### src/rtl/bitop_pkg.sv
package bitop_pkg;

  typedef enum logic [1:0] {
    ST_IDLE    = 2'd0,
    ST_READ    = 2'd1,
    ST_RESOLVE = 2'd2
  } bitop_state_t;

  typedef enum logic {
    KIND_BRANCH = 1'b0,
    KIND_MODIFY = 1'b1
  } bitop_kind_t;

endpackage

### src/rtl/bitop_decode.sv
module bitop_decode #(
  parameter  int DATA_W = 8,
  localparam int BIT_W  = $clog2(DATA_W),
  localparam int SEL_W  = BIT_W + 2
) (
  input  logic [SEL_W-1:0]   sel,
  output bitop_pkg::bitop_kind_t kind,
  output logic               sense,
  output logic [BIT_W-1:0]   bit_idx
);

  always_comb begin
    kind    = bitop_pkg::bitop_kind_t'(sel[SEL_W-1]);
    bit_idx = sel[BIT_W:1];
    sense   = sel[0];
  end

endmodule

### src/rtl/bitop_alu.sv
module bitop_alu #(
  parameter  int DATA_W = 8,
  localparam int BIT_W  = $clog2(DATA_W)
) (
  input  logic [DATA_W-1:0] rdata,
  input  logic [BIT_W-1:0]  bit_idx,
  input  logic              sense,
  output logic [DATA_W-1:0] wdata,
  output logic              tested,
  output logic              cond_met
);

  logic [DATA_W-1:0] mask;

  always_comb begin
    mask = '0;
    mask[bit_idx] = 1'b1;
    // sense 0 forces the bit high, sense 1 forces it low
    if (sense) wdata = rdata & ~mask;
    else       wdata = rdata | mask;
    tested   = rdata[bit_idx];
    // branch when bit set (sense 0) or bit clear (sense 1)
    cond_met = tested ^ sense;
  end

endmodule

### src/rtl/bitop_target.sv
module bitop_target #(
  parameter int PC_W  = 16,
  parameter int REL_W = 8
) (
  input  logic [PC_W-1:0]  pc,
  input  logic [REL_W-1:0] rel,
  input  logic             is_branch,
  input  logic             taken,
  output logic [PC_W-1:0]  next_pc
);

  localparam int EXT_W = PC_W - REL_W;

  logic [PC_W-1:0] len;
  logic [PC_W-1:0] disp;

  always_comb begin
    len     = is_branch ? PC_W'(3) : PC_W'(2);
    disp    = taken ? {{EXT_W{rel[REL_W-1]}}, rel} : '0;
    next_pc = pc + len + disp;
  end

endmodule

### src/rtl/bitop_ctrl.sv
module bitop_ctrl (
  input  logic clk,
  input  logic rst_n,
  input  logic start,
  output logic accept,
  output logic busy,
  output logic in_read,
  output logic in_resolve
);

  bitop_pkg::bitop_state_t state_q, state_d;

  always_comb begin
    state_d = state_q;
    unique case (state_q)
      bitop_pkg::ST_IDLE:    if (start) state_d = bitop_pkg::ST_READ;
      bitop_pkg::ST_READ:    state_d = bitop_pkg::ST_RESOLVE;
      bitop_pkg::ST_RESOLVE: state_d = bitop_pkg::ST_IDLE;
      default:               state_d = bitop_pkg::ST_IDLE;
    endcase
  end

  always_ff @(posedge clk or negedge rst_n) begin
    if (!rst_n) state_q <= bitop_pkg::ST_IDLE;
    else        state_q <= state_d;
  end

  always_comb begin
    busy       = (state_q != bitop_pkg::ST_IDLE);
    accept     = start && !busy;
    in_read    = (state_q == bitop_pkg::ST_READ);
    in_resolve = (state_q == bitop_pkg::ST_RESOLVE);
  end

endmodule

### src/rtl/bitop_exec.sv
module bitop_exec #(
  parameter  int DATA_W = 8,
  parameter  int ADDR_W = 8,
  parameter  int PC_W   = 16,
  parameter  int REL_W  = 8,
  localparam int BIT_W  = $clog2(DATA_W),
  localparam int SEL_W  = BIT_W + 2
) (
  input  logic              clk,
  input  logic              rst_n,
  input  logic              start,
  input  logic [SEL_W-1:0]  op_sel,
  input  logic [ADDR_W-1:0] op_dir,
  input  logic [REL_W-1:0]  op_rel,
  input  logic [PC_W-1:0]   op_pc,
  output logic              busy,
  output logic              done,
  output logic [ADDR_W-1:0] mem_addr,
  output logic              mem_rd,
  output logic              mem_wr,
  output logic [DATA_W-1:0] mem_wdata,
  input  logic [DATA_W-1:0] mem_rdata,
  output logic              carry_we,
  output logic              carry_out,
  output logic [PC_W-1:0]   next_pc
);

  logic accept, in_read, in_resolve;

  logic [SEL_W-1:0]  sel_q;
  logic [ADDR_W-1:0] dir_q;
  logic [REL_W-1:0]  rel_q;
  logic [PC_W-1:0]   pc_q;

  bitop_pkg::bitop_kind_t kind;
  logic              sense;
  logic [BIT_W-1:0]  bit_idx;
  logic [DATA_W-1:0] alu_wdata;
  logic              tested, cond_met;
  logic              is_branch;

  bitop_ctrl u_ctrl (
    .clk        (clk),
    .rst_n      (rst_n),
    .start      (start),
    .accept     (accept),
    .busy       (busy),
    .in_read    (in_read),
    .in_resolve (in_resolve)
  );

  // operand capture, enabled only when a start is accepted
  always_ff @(posedge clk or negedge rst_n) begin
    if (!rst_n) begin
      sel_q <= '0;
      dir_q <= '0;
      rel_q <= '0;
      pc_q  <= '0;
    end else if (accept) begin
      sel_q <= op_sel;
      dir_q <= op_dir;
      rel_q <= op_rel;
      pc_q  <= op_pc;
    end
  end

  bitop_decode #(.DATA_W(DATA_W)) u_dec (
    .sel     (sel_q),
    .kind    (kind),
    .sense   (sense),
    .bit_idx (bit_idx)
  );

  bitop_alu #(.DATA_W(DATA_W)) u_alu (
    .rdata    (mem_rdata),
    .bit_idx  (bit_idx),
    .sense    (sense),
    .wdata    (alu_wdata),
    .tested   (tested),
    .cond_met (cond_met)
  );

  assign is_branch = (kind == bitop_pkg::KIND_BRANCH);

  bitop_target #(.PC_W(PC_W), .REL_W(REL_W)) u_tgt (
    .pc        (pc_q),
    .rel       (rel_q),
    .is_branch (is_branch),
    .taken     (is_branch && cond_met),
    .next_pc   (next_pc)
  );

  always_comb begin
    mem_addr  = dir_q;
    mem_rd    = in_read;
    mem_wr    = in_resolve && !is_branch;
    mem_wdata = alu_wdata;
    done      = in_resolve;
    carry_we  = in_resolve && is_branch;
    carry_out = tested;
  end

endmodule

### config.mk
export PLATFORM = sky130hd
export DESIGN_NAME = bitop_exec
export DESIGN_NICKNAME = d
export VERILOG_FILES = /design/src/rtl/bitop_pkg.sv /design/src/rtl/bitop_decode.sv /design/src/rtl/bitop_alu.sv /design/src/rtl/bitop_target.sv /design/src/rtl/bitop_ctrl.sv /design/src/rtl/bitop_exec.sv
export SDC_FILE = /design/constraint.sdc
export NUM_CORES = 1
export LEC_CHECK = 0
export BUFFER_PORTS_ARGS = -buffer_cell sky130_fd_sc_hd__buf_2
export CORE_UTILIZATION = 45
export CTS_CLUSTER_DIAMETER = 100
export DETAILED_ROUTE_END_ITERATION = 10
export PLACE_DENSITY = 0.75
export SYNTH_ARGS = -nofsm -noshare
export SYNTH_HDL_FRONTEND = slang
export SYNTH_SLANG_ARGS = --single-unit
### constraint.sdc
create_clock -name clk -period 17.6 [get_ports clk]
set_clock_uncertainty 0.05 [all_clocks]
set_input_delay 4.4 -clock clk [delete_from_list [all_inputs] [get_ports clk]]
set_output_delay 4.4 -clock clk [all_outputs]
set_load 0.01 [all_outputs]
==> metrics.md, run 1 <==
| Metric | Value |
|---|---|
| Layout area overhead | 22.7% |
| DRC errors left | 0 |
| R2R depth | 3 |
| Layout Nets | 400 |
| P_leak | around 1.6 nW |
| Vias in the first global route | 2,052 |
| Post-CTS Setup Bufs | 0 |
| Max Cap Viol | 0 |
| Fmax | between 70 and 80 MHz |
| Vias per inst | 5.21 |
| Clock Tree Buf Depth | 2 |
| Synth async-reset ratio | 100% |
| Num CTS Buffers | 5 |
| Top Ports | between 80 and 90 |
| Metal3 WL | ~280 µm |
| CP startpoint kind | input port |
| Final Cell Area | roughly 3200 µm² |
| WHS Path Cells | 1 |
| RSZ-0062 raised after global routing | false |
| Max layer used | met4 |
| Clk_lat worst skew | approximately 0.28 ns |
| Antenna violations before repair | 0 |
| Ys flop type | dfrtp_1 |
| Area after DPL | just over 3000 µm² |
| Setup TNS | 0 ns |
| Register area share after synthesis | a little under two fifths |
| Pre-CTS setup slack | about 5.0 ns |
| Routed wire length | 5380 µm |
| Gr usage total | 18.0% |
| Clock-pin slew on the worst setup and hold paths | roughly 0.070 ns |
| Placed cells | 391 |
| Ys Warns | 0 |
| Final WS setup | approximately 5 ns |
| Finished Layout Cells | 399 |
| IO Port Bufs | 85 |
| Wire length per cell | 13.5 µm |
| Die Y | 78.2 µm |
| Arr. time, crit path | ~8.1 ns |
| M1 WL | around 2400 µm |
| DRT Pass-1 Iters | 4 |
| Flops & latches, synth | 39 |
| CTS tree | done |
| ANT nets after route | 0 |
| Final min period | about 13 ns |
| Xor/xnor share of the synthesized area | approximately 6.4% |
| Hold Vio Cnt, Final | 0 |
| Num Clock Sinks | 39 |
| CP endpoint kind | primary output |
| Via count | slightly above 2,000 |
| Compound-Gate Fraction of Synth Area | about a tenth |
| Largest net degree at the start of global routing | slightly above 40 |
| Hold_buf cts | 0 |
| Full die area | 6120 µm² |
| Hold Crit Class | reg2reg |
| Met2 WL | roughly 2600 µm |
| Final worst-path cycle share | between 70% and 80% |
| Final max-slew violation count | 0 |
| Maximum vdd drop | just over 0.07 mV |
| Avg Cell Area, Syn | 10.6 µm² |
| PwrDens | ~170 nW/µm² |
| DR iter-0 viols | 45 |
| Final Util | 57.9% |
| Critical Path RT | approximately 13 ns |
| Tightest Pin Transition | between 1 and 1.5 ns |
| Post-synth cell types | 38 |
| Root buffer cell | clkbuf_8 |
| Starting Density | between 40% and 50% |
| Cell count after synthesis | ~250 |
| Simple-Gate Fraction of Synth Area | 11.8% |
| Synthesized Nets | 320 |
| H-tree depth | 2 |
| Synth Cell Area | around 2600 µm² |
| Largest family of logic cells by synthesized area | multiplexers |
| Ant diodes | 0 |
| Outcome | finished, final reports clean |
| Number of fill cells | around 520 |
| Slew HR | 28.7% |
| CORE AREA | around 5500 µm² |
| Cell Rows | 27 |
| Final setup fails | 0 |
| Mux cell area share after synthesis | between 10% and 20% |
| First-pass GRT wire length | a little under 9000 µm |
| Share of post-route cells with drive strength above 1 | 40.1% |
| CP max FO | 7 |
| HPWL Detailed | around 4200 µm |
| Gates resized, CTS repair | 0 |
| Routability congestion estimate from global placement | 0.841 |
| Fraction of the mapped netlist area in adder cells | about an eighth |
| Die W | ~78 µm |
| WS Path Type | in2out |
| Post-synth EDFFs | 0 |
| Overflow after GRT | 0 |
[power breakdown]
part           leakage (nW)  internal (mW)  switching (mW)
logic                  1.06          0.150           0.173
clock network        0.0654         0.0567          0.0300
registers             0.458          0.112          0.0194
[area by class of cell]
class	instances	area (µm²)	share of cell area, %
multi-input cells	186	1550	48.3
flip-flops and latches	39	976	30.4
repair buffers	85	425	13.3
well taps	72	90.1	2.81
clock buffers	6	72.6	2.26
clock inverters	2	60.1	1.87
inverters	9	33.8	1.05
[Yosys cell counts (3+ instances only)]
cell type  number  share of area (%)
ha_1           24                 11
clkbuf_1        7                1.0
a21oi_1        15                2.9
inv_1           9                1.3
nor2_1         13                1.9
xor2_1         10                3.4
mux2i_1         4                1.5
xnor2_1         9                3.0
and2_1         12                2.9
nor3_1          3               0.57
o21bai_1        4                1.1
nand2_1        10                1.4
o21ai_0        11                2.1
nor3b_1         3               0.86
dfrtp_1        39                 37
a21o_1          4                1.1
a2111oi_0       3                1.0
nor2b_1         3               0.72
nand2b_1        3               0.72
mux2_2         35                 15
[per-stage QoR]
step	power [mW]	hold slack, ns
2_1_floorplan	0.361	0.381
3_3_place_gp	0.450	0.401
3_5_place_dp	0.457	0.401
4_1_cts	0.547	0.421
5_1_grt	0.588	0.451
6_report	0.541	0.412
[layer usage]
layer	vias up	GRT usage, %
li1	1032	-
met1	982	22.5
met2	55	30.2
met3	10	4.19
met4	0	6.67
met5	-	0
[sequential cells by signal (all words and copies together), names as in the netlist]
signal and count:
pc_q 16, mem_addr 8, rel_q 8, sel_q 5
u_ctrl.state_q 2
[worst paths after layout]
check	slack [ns]	startpoint	endpoint
max	5.05	mem_rdata[6]	next_pc[13]
min	0.41	u_ctrl.state_q[1]$_DFFE_PN0P_	u_ctrl.state_q[1]$_DFFE_PN0P_
max reg2reg	15.44	u_ctrl.state_q[0]$_DFFE_PN0P_	pc_q[4]$_DFFE_PN0P_
min reg2reg	0.41	u_ctrl.state_q[1]$_DFFE_PN0P_	u_ctrl.state_q[1]$_DFFE_PN0P_
max in group asynchronous	12.79	rst_n	pc_q[14]$_DFFE_PN0P_
min in group asynchronous	4.17	rst_n	mem_addr[1]$_DFFE_PN0P_
[critical path: stages]
cell and delay, ns:
buf_2 0.09, mux2i_1 0.06, mux4_2 0.51, xor2_1 0.26, nor2_1 0.17, and2_1 0.20
fa_1 0.35, ha_1 0.22, fa_1 0.41, a21o_1 0.19, a21oi_1 0.26, o21ai_0 0.18
a41oi_1 0.36, a21oi_1 0.14, xor2_1 0.15, buf_2 0.14
[cell usage in the layout (no fill, tap or decap), types with 5 or more instances in the layout]
cell      instances
buf_2            85
dfrtp_1          39
mux2_2           35
ha_1             24
a21oi_1          15
nor2_1           12
and2_1           12
o21ai_0          11
xor2_1           10
nand2_1          10
inv_1             9
xnor2_1           9
clkbuf_8          5
[logic make-up (layout without fill, tap and decap cells)]
kind of cell	after synthesis	count (layout)
fa+ha+maj	26	26
buf+inv	21	102
mux	40	40
xor+xnor	19	19
simple gates	57	57
compound gates	44	44
flops	39	39
Power figures use the tool's default switching activity.
==> inputs of run 2 (changes only) <==
--- a/config.mk
+++ b/config.mk
@@ -9,7 +9,7 @@
 export CORE_UTILIZATION = 45
 export CTS_CLUSTER_DIAMETER = 100
 export DETAILED_ROUTE_END_ITERATION = 10
-export PLACE_DENSITY = 0.75
+export PLACE_DENSITY = 0.78
 export SYNTH_ARGS = -nofsm -noshare
 export SYNTH_HDL_FRONTEND = slang
 export SYNTH_SLANG_ARGS = --single-unit
==> constraint.sdc (replaced) <==
create_clock -name clk -period 10.8 [get_ports clk]
set_clock_uncertainty 0.05 [all_clocks]
set_input_delay 2.7 -clock clk [delete_from_list [all_inputs] [get_ports clk]]
set_output_delay 2.7 -clock clk [all_outputs]
set_load 0.01 [all_outputs]
==> run 2 against run 1 <==
Against the previous run: global-route usage up 0.71 points; count of clock-buffer cells in the layout up 1; register-to-register slack worse by 6.8 ns; first-iteration DRC count down 42%; non-clock buffer count unchanged; utilization down 0.52 points; critical path depth unchanged; sequential cell count unchanged; die area unchanged; sequential power up 63%; wire length down 3.1%.
==> metrics.md, run 2 (same netlist as run 1, synthesis figures left out) <==
| Metric | Value |
|---|---|
| Routed wire length | 5210 µm (-3.1%) |
| Commonest non-fill, non-tap cells in the layout | 85 x buf_2, 39 x dfrtp_1, 35 x mux2_2 |
| ANT nets after route | 0 (unchanged) |
| DRC errors left | 0 (unchanged) |
| Crit. path cell count | 16 (unchanged) |
| First-pass GRT wire length | 9060 µm (+2.7%) |
| Clk_lat worst skew | 0.29 ns (about the same) |
| Num Clock Sinks | 39 (unchanged) |
| Clock-pin slew on the worst setup and hold paths | 0.07 ns (about the same) |
| Final worst-path cycle share | a little under nine tenths |
| Layout area overhead | 21.6% |
| Ant diodes | 0 (unchanged) |
| Gates resized, CTS repair | 0 (unchanged) |
| RR Endpoint | rel_q[5]$_DFFE_PN0P_ |
| Worst path top cell family by delay | compound AO/OA/AOI/OAI gates |
| P_leak | 1.57 nW (-0.94%) |
| Overflow after GRT | 0 (unchanged) |
| Vias per inst | 5.13 (-1.5%) |
| Full die area | 6120 µm² (unchanged) |
| Hold Crit Class | reg2reg |
| Starting Density | 47.2% (unchanged) |
| Critical-path cell list | buf_2 -> mux2i_1 -> mux4_2 -> xor2_1 -> nor2_1 -> and2_1 -> fa_1 -> ha_1 -> fa_1 -> a21o_1 -> a21oi_1 -> o21ai_0 -> a41oi_1 -> a21oi_1 -> xor2_1 -> buf_2 |
| CP max FO | 7 (unchanged) |
| Critical path origin | mem_rdata[6] |
| Critical Path RT | 8.05 ns (-5.10 ns) |
| Hold Vio Cnt, Final | 0 (unchanged) |
| Routability congestion estimate from global placement | 0.865 (+2.8%) |
| Slew HR | 31.5% (+2.7 points) |
| Largest net degree at the start of global routing | 41 (unchanged) |
| Post-CTS Setup Bufs | 0 (unchanged) |
| CP endpoint kind | primary output |
| Setup TNS | 0 ns (unchanged) |
| Top Ports | 86 (unchanged) |
| Reg with most FFs | pc_q |
| Arr. time, crit path | 6.45 ns (-1.65 ns) |
| Max Cap Viol | 0 (unchanged) |
| Most common cell after layout, fill and taps aside | buf_2 |
| Layout Nets | 400 (unchanged) |
| Die W | 78.2 µm (unchanged) |
| Share of post-route cells with drive strength above 1 | 40.4% (+0.31 points) |
| Outcome | finished, final reports clean |
| Clock Tree Buf Depth | 2 (unchanged) |
| Worst path slowest cell | mux4_2 |
| Via count | 2,048 (-1.5%) |
| WS Path Type | in2out |
| CP startpoint kind | input port |
| Final max-slew violation count | 0 (unchanged) |
| H-tree depth | 2 (unchanged) |
| Antenna violations before repair | 0 (unchanged) |
| R2R depth | 3 (unchanged) |
| Cell Rows | 27 (unchanged) |
| CTS tree | done |
| Tightest Pin Transition | 1.03 ns (-0.0411 ns) |
| Num CTS Buffers | 5 (unchanged) |
| Maximum vdd drop | 0.138 mV (+92%) |
| RSZ-0062 raised after global routing | false |
| Fmax | 109 MHz |
| Final min period | about 9 ns |
| CORE AREA | 5540 µm² (unchanged) |
| PwrDens | 268 nW/µm² (+59%) |
| Hold_buf cts | 0 (unchanged) |
| Reg2Reg Launch Point | u_ctrl.state_q[0]$_DFFE_PN0P_ |
| WHS Path Cells | 1 (unchanged) |
| DR iter-0 viols | 26 (-42%) |
| Wire length per cell | 13.1 µm (-3.1%) |
| Overall Power | 0.851 mW (+57%) |
| Critical path buffers and inverters | 2 (unchanged) |
| HPWL Detailed | 4170 µm (-1.5%) |
| Setup crit end | next_pc[13] |
| Root buffer cell | clkbuf_8 |
| Reg2reg setup slack | 8.66 ns (-6.78 ns) |
| Vias in the first global route | 2,056 (+0.19%) |
| IO Port Bufs | 85 (unchanged) |
| Die Y | 78.2 µm (unchanged) |
| Finished Layout Cells | 399 (unchanged) |
| DRT Pass-1 Iters | 4 (unchanged) |
| Max reg flops | 16 (unchanged) |
| Gr usage total | 18.7% (+0.71 points) |
| Placed cells | 391 (unchanged) |
| Critical Path Max Stage Delay | 0.51 ns (about the same) |
| Final setup fails | 0 (unchanged) |
## run 2: cell types whose count changed in the layout (fill, tap and decap cells not counted)
cell        change
clkbuf_1        -1
clkinvlp_4      +1
bufinv_16       -2
clkbuf_8        +2
## run 2: area by class of cell
cell class                      instances  area (µm²)
Fill cell                             482        2360
Multi-Input combinational cell        186        1550
Sequential cell                        39         976
Timing Repair Buffer                   85         425
Clock buffer                            7        96.3
Tap cell                               72        90.1
Inverter                                9        33.8
Clock inverter                          1        7.51
## run 2: worst min-delay path by stage
stage                               endpoint                           from  slack, ns
6_report       u_ctrl.state_q[1]$_DFFE_PN0P_  u_ctrl.state_q[1]$_DFFE_PN0P_       0.43
5_1_grt        u_ctrl.state_q[1]$_DFFE_PN0P_  u_ctrl.state_q[1]$_DFFE_PN0P_       0.47
4_1_cts        u_ctrl.state_q[1]$_DFFE_PN0P_  u_ctrl.state_q[1]$_DFFE_PN0P_       0.42
3_5_place_dp   u_ctrl.state_q[1]$_DFFE_PN0P_  u_ctrl.state_q[1]$_DFFE_PN0P_       0.40
3_3_place_gp   u_ctrl.state_q[1]$_DFFE_PN0P_  u_ctrl.state_q[1]$_DFFE_PN0P_       0.40
2_1_floorplan  u_ctrl.state_q[1]$_DFFE_PN0P_  u_ctrl.state_q[1]$_DFFE_PN0P_       0.38
## run 2: power by group
part | internal (mW) | leakage (nW) | switching [mW] | total [mW]
clock | 0.0580 | 0.0505 | 0.0484 | 0.106
sequential | 0.183 | 0.458 | 0.0321 | 0.215
combinational | 0.246 | 1.06 | 0.284 | 0.529
total | 0.486 | 1.57 | 0.364 | 0.851
## run 2: per-stage QoR
stage / util [%] / hold slack [ns] / worst slack, ns / instance area, µm²
2_1_floorplan: - / 0.381 / 2.17 / 2610
3_3_place_gp: 55.5 / 0.402 / 1.70 / 3080
3_5_place_dp: 55.5 / 0.403 / 1.61 / 3080
4_1_cts: 57.4 / 0.424 / 1.58 / 3180
5_1_grt: 57.4 / 0.472 / 1.34 / 3180
6_report: 57.4 / 0.425 / 1.60 / 3180
## run 2: routing by layer
metal / global-route usage (%) / wire (µm) / share of wire (%) / vias up
li1: - / - / - / 1031
met1: 23.7 / 2340 / 45 / 941
met2: 30.4 / 2400 / 46 / 66
met3: 5.93 / 385 / 7.4 / 10
met4: 5.74 / 90 / 1.7 / 0
met5: 0 / 0 / 0 / -
==> inputs of run 3 (changes only) <==
--- a/config.mk
+++ b/config.mk
@@ -6,10 +6,12 @@
 export NUM_CORES = 1
 export LEC_CHECK = 0
 export BUFFER_PORTS_ARGS = -buffer_cell sky130_fd_sc_hd__buf_2
-export CORE_UTILIZATION = 45
+export CELL_PAD_IN_SITES_DETAIL_PLACEMENT = 1
+export CELL_PAD_IN_SITES_GLOBAL_PLACEMENT = 2
+export CORE_UTILIZATION = 28
 export CTS_CLUSTER_DIAMETER = 100
 export DETAILED_ROUTE_END_ITERATION = 10
-export PLACE_DENSITY = 0.78
+export PLACE_DENSITY = 0.79
 export SYNTH_ARGS = -nofsm -noshare
 export SYNTH_HDL_FRONTEND = slang
 export SYNTH_SLANG_ARGS = --single-unit
==> run 3 against run 2 <==
Against the previous run: sequential share of layout area shrank 0.46 points; critical path depth is the same; sequential power is essentially flat; final cell count grew 9.3%; non-clock buffer count grew 1; combinational power grew 2%; critical path type unchanged; largest power group unchanged; highest routed layer unchanged.
==> metrics.md, run 3 (same netlist as run 1, synthesis figures left out) <==
| Metric | Value |
|---|---|
| Hold Crit Class | reg2reg |
| Max Cap Viol | 0 (unchanged) |
| Routed wire length | 6190 µm (+19%) |
| Full die area | 9720 µm² (+59%) |
| Finished Layout Cells | 436 (+9.3%) |
| Num Clock Sinks | 39 (unchanged) |
| Critical Path RT | 8.05 ns (about the same) |
| Clock Tree Buf Depth | 2 (unchanged) |
| CTS tree | done |
| Slew HR | 30.6% (-0.89 points) |
| P_leak | 1.58 nW (+0.40%) |
| Seq pwr share | 24.9% (-0.4 points) |
| Switching share of total power | 43.4% (+0.62 points) |
| CP endpoint kind | primary output |
| Die W | 98.6 µm (+26%) |
| PwrDens | 268 nW/µm² (about the same) |
| Final Cell Area | 3230 µm² (+1.5%) |
| Final setup fails | 0 (unchanged) |
| Commonest non-fill, non-tap cells in the layout | 85 x buf_2, 39 x dfrtp_1, 35 x mux2_2 |
| Num CTS Buffers | 5 (unchanged) |
| IO Port Bufs | 85 (unchanged) |
| Most common cell after layout, fill and taps aside | buf_2 |
| Internal | 0.489 mW (+0.46%) |
| CP startpoint kind | input port |
| Gr usage total | 13.1% (-5.7 points) |
| Root buffer cell | clkbuf_8 |
| CORE AREA | 8890 µm² (+60%) |
| Number of fill cells | 1,016 (+110%) |
| Ant diodes | 0 (unchanged) |
| Clock-pin slew on the worst setup and hold paths | 0.07 ns (about the same) |
| Gates resized, CTS repair | 0 (unchanged) |
| Reg with most FFs | pc_q |
| Post-CTS Setup Bufs | 0 (unchanged) |
| Fmax | 108 MHz (-0.21%) |
| Layout area overhead | 23.5% |
| Combinational fraction of design power | 62.5% (+0.3 points) |
| Register area | 976 µm² (unchanged) |
| Clk_lat worst skew | 0.29 ns (about the same) |
| Setup TNS | 0 ns (unchanged) |
| Antenna violations before repair | 0 (unchanged) |
| DR iter-0 viols | 25 (-3.8%) |
| Final max-slew violation count | 0 (unchanged) |
| DRT Pass-1 Iters | 6 (+2) |
| Clk pwr share | 12.6% (about the same) |
| Routability congestion estimate from global placement | 0.754 (-13%) |
| RSZ-0062 raised after global routing | false |
| Largest net degree at the start of global routing | 41 (unchanged) |
| Overflow after GRT | 0 (unchanged) |
| Switching power | 0.375 mW (+3.0%) |
| Final min period | 9.22 ns (+0.0195 ns) |
| Tightest Pin Transition | 1.04 ns (+0.0133 ns) |
| H-tree depth | 2 (unchanged) |
| Layout Nets | 401 (+0.25%) |
| Arr. time, crit path | 6.47 ns (+0.02 ns) |
| Final Util | 36.3% (-21 points) |
| Maximum vdd drop | 0.0952 mV (-31%) |
| Placed cells | 428 (+9.5%) |
| Cell Rows | 34 (+26%) |
| Multi-input logic area | 1550 µm² (unchanged) |
| CP max FO | 7 (unchanged) |
| Area after DPL | 3130 µm² (+1.7%) |
| Hold_buf cts | 0 (unchanged) |
| Via count | 2,092 (+2.1%) |
| HPWL Detailed | 4970 µm (+19%) |
| Starting Density | 29.4% (-18 points) |
| ANT nets after route | 0 (unchanged) |
| Hold Vio Cnt, Final | 0 (unchanged) |
| Final worst-path cycle share | 85.4% (+0.18 points) |
| Vias in the first global route | 2,215 (+7.7%) |
| Max reg flops | 16 (unchanged) |
| WS Path Type | in2out |
| Share of post-route cells with drive strength above 1 | 40.2% (-0.12 points) |
| Vias per inst | 4.80 (-6.5%) |
| Wire length per cell | 14.2 µm (+8.7%) |
| Die Y | 98.6 µm (+26%) |
| Outcome | finished, final reports clean |
| Top Ports | 86 (unchanged) |
| DRC errors left | 0 (unchanged) |
| First-pass GRT wire length | 10,200 µm (+12%) |
run 3: changes by cell type in the layout (fill, tap and decap cells not counted), sizes merged:
cell,change
clkinvlp,-1
clkbuf,+1
buf,+1
run 3: critical path, cell delays in order:
cell     delay (ns)
buf_2          0.09
mux2i_1        0.06
mux4_2         0.51
xor2_1         0.28
nor2_1         0.18
and2_1         0.21
fa_1           0.36
ha_1           0.21
fa_1           0.40
a21o_1         0.18
a21oi_1        0.27
o21ai_0        0.21
a41oi_1        0.38
a21oi_1        0.14
xor2_1         0.15
buf_2          0.14
run 3: stage by stage:
| stage | setup slack, ns | hold WS, ns | power (mW) |
|---|---|---|---|
| 2_1_floorplan | 2.17 | 0.381 | 0.588 |
| 3_3_place_gp | 1.66 | 0.404 | 0.755 |
| 3_5_place_dp | 1.55 | 0.423 | 0.767 |
| 4_1_cts | 1.54 | 0.432 | 0.883 |
| 5_1_grt | 1.21 | 0.464 | 0.942 |
| 6_report | 1.58 | 0.431 | 0.864 |
run 3: cell type report:
cell class / instances / area share [%]
Multi-Input combinational cell: 186 / 48.0
Sequential cell: 39 / 30.2
Timing Repair Buffer: 86 / 13.4
Tap cell: 108 / 4.19
Clock buffer: 8 / 3.10
Inverter: 9 / 1.05
run 3: path summary, 6_finish.rpt:
check,cells after the start,endpoint,slack (ns),from
worst max register to register,3,mem_addr[7]$_DFFE_PN0P_,8.66,u_ctrl.state_q[0]$_DFFE_PN0P_
worst max-delay path,16,next_pc[13],1.58,mem_rdata[7]
min in group asynchronous,1,mem_addr[7]$_DFFE_PN0P_,2.48,rst_n
worst min register to register,1,u_ctrl.state_q[1]$_DFFE_PN0P_,0.43,u_ctrl.state_q[1]$_DFFE_PN0P_
worst min-delay path,1,u_ctrl.state_q[1]$_DFFE_PN0P_,0.43,u_ctrl.state_q[1]$_DFFE_PN0P_
max in group asynchronous,1,mem_addr[1]$_DFFE_PN0P_,7.67,rst_n
run 3: power by group through the flow:
stage / clock network, mW / logic (mW) / registers, mW
final: 0.109 / 0.540 / 0.215
after global routing: 0.119 / 0.601 / 0.222
after CTS: 0.115 / 0.552 / 0.216
after detailed placement: 0 / 0.548 / 0.219
after global placement: 0 / 0.537 / 0.218
after floorplan: 0 / 0.383 / 0.205
run 3: metal layers:
layer	global-route usage, %	part of all wire, %	up-vias
met5	0	0	-
met4	4.82	1.9	0
met3	3.83	6.4	9
met2	21.9	46	60
met1	15.9	45	995
li1	-	-	1028
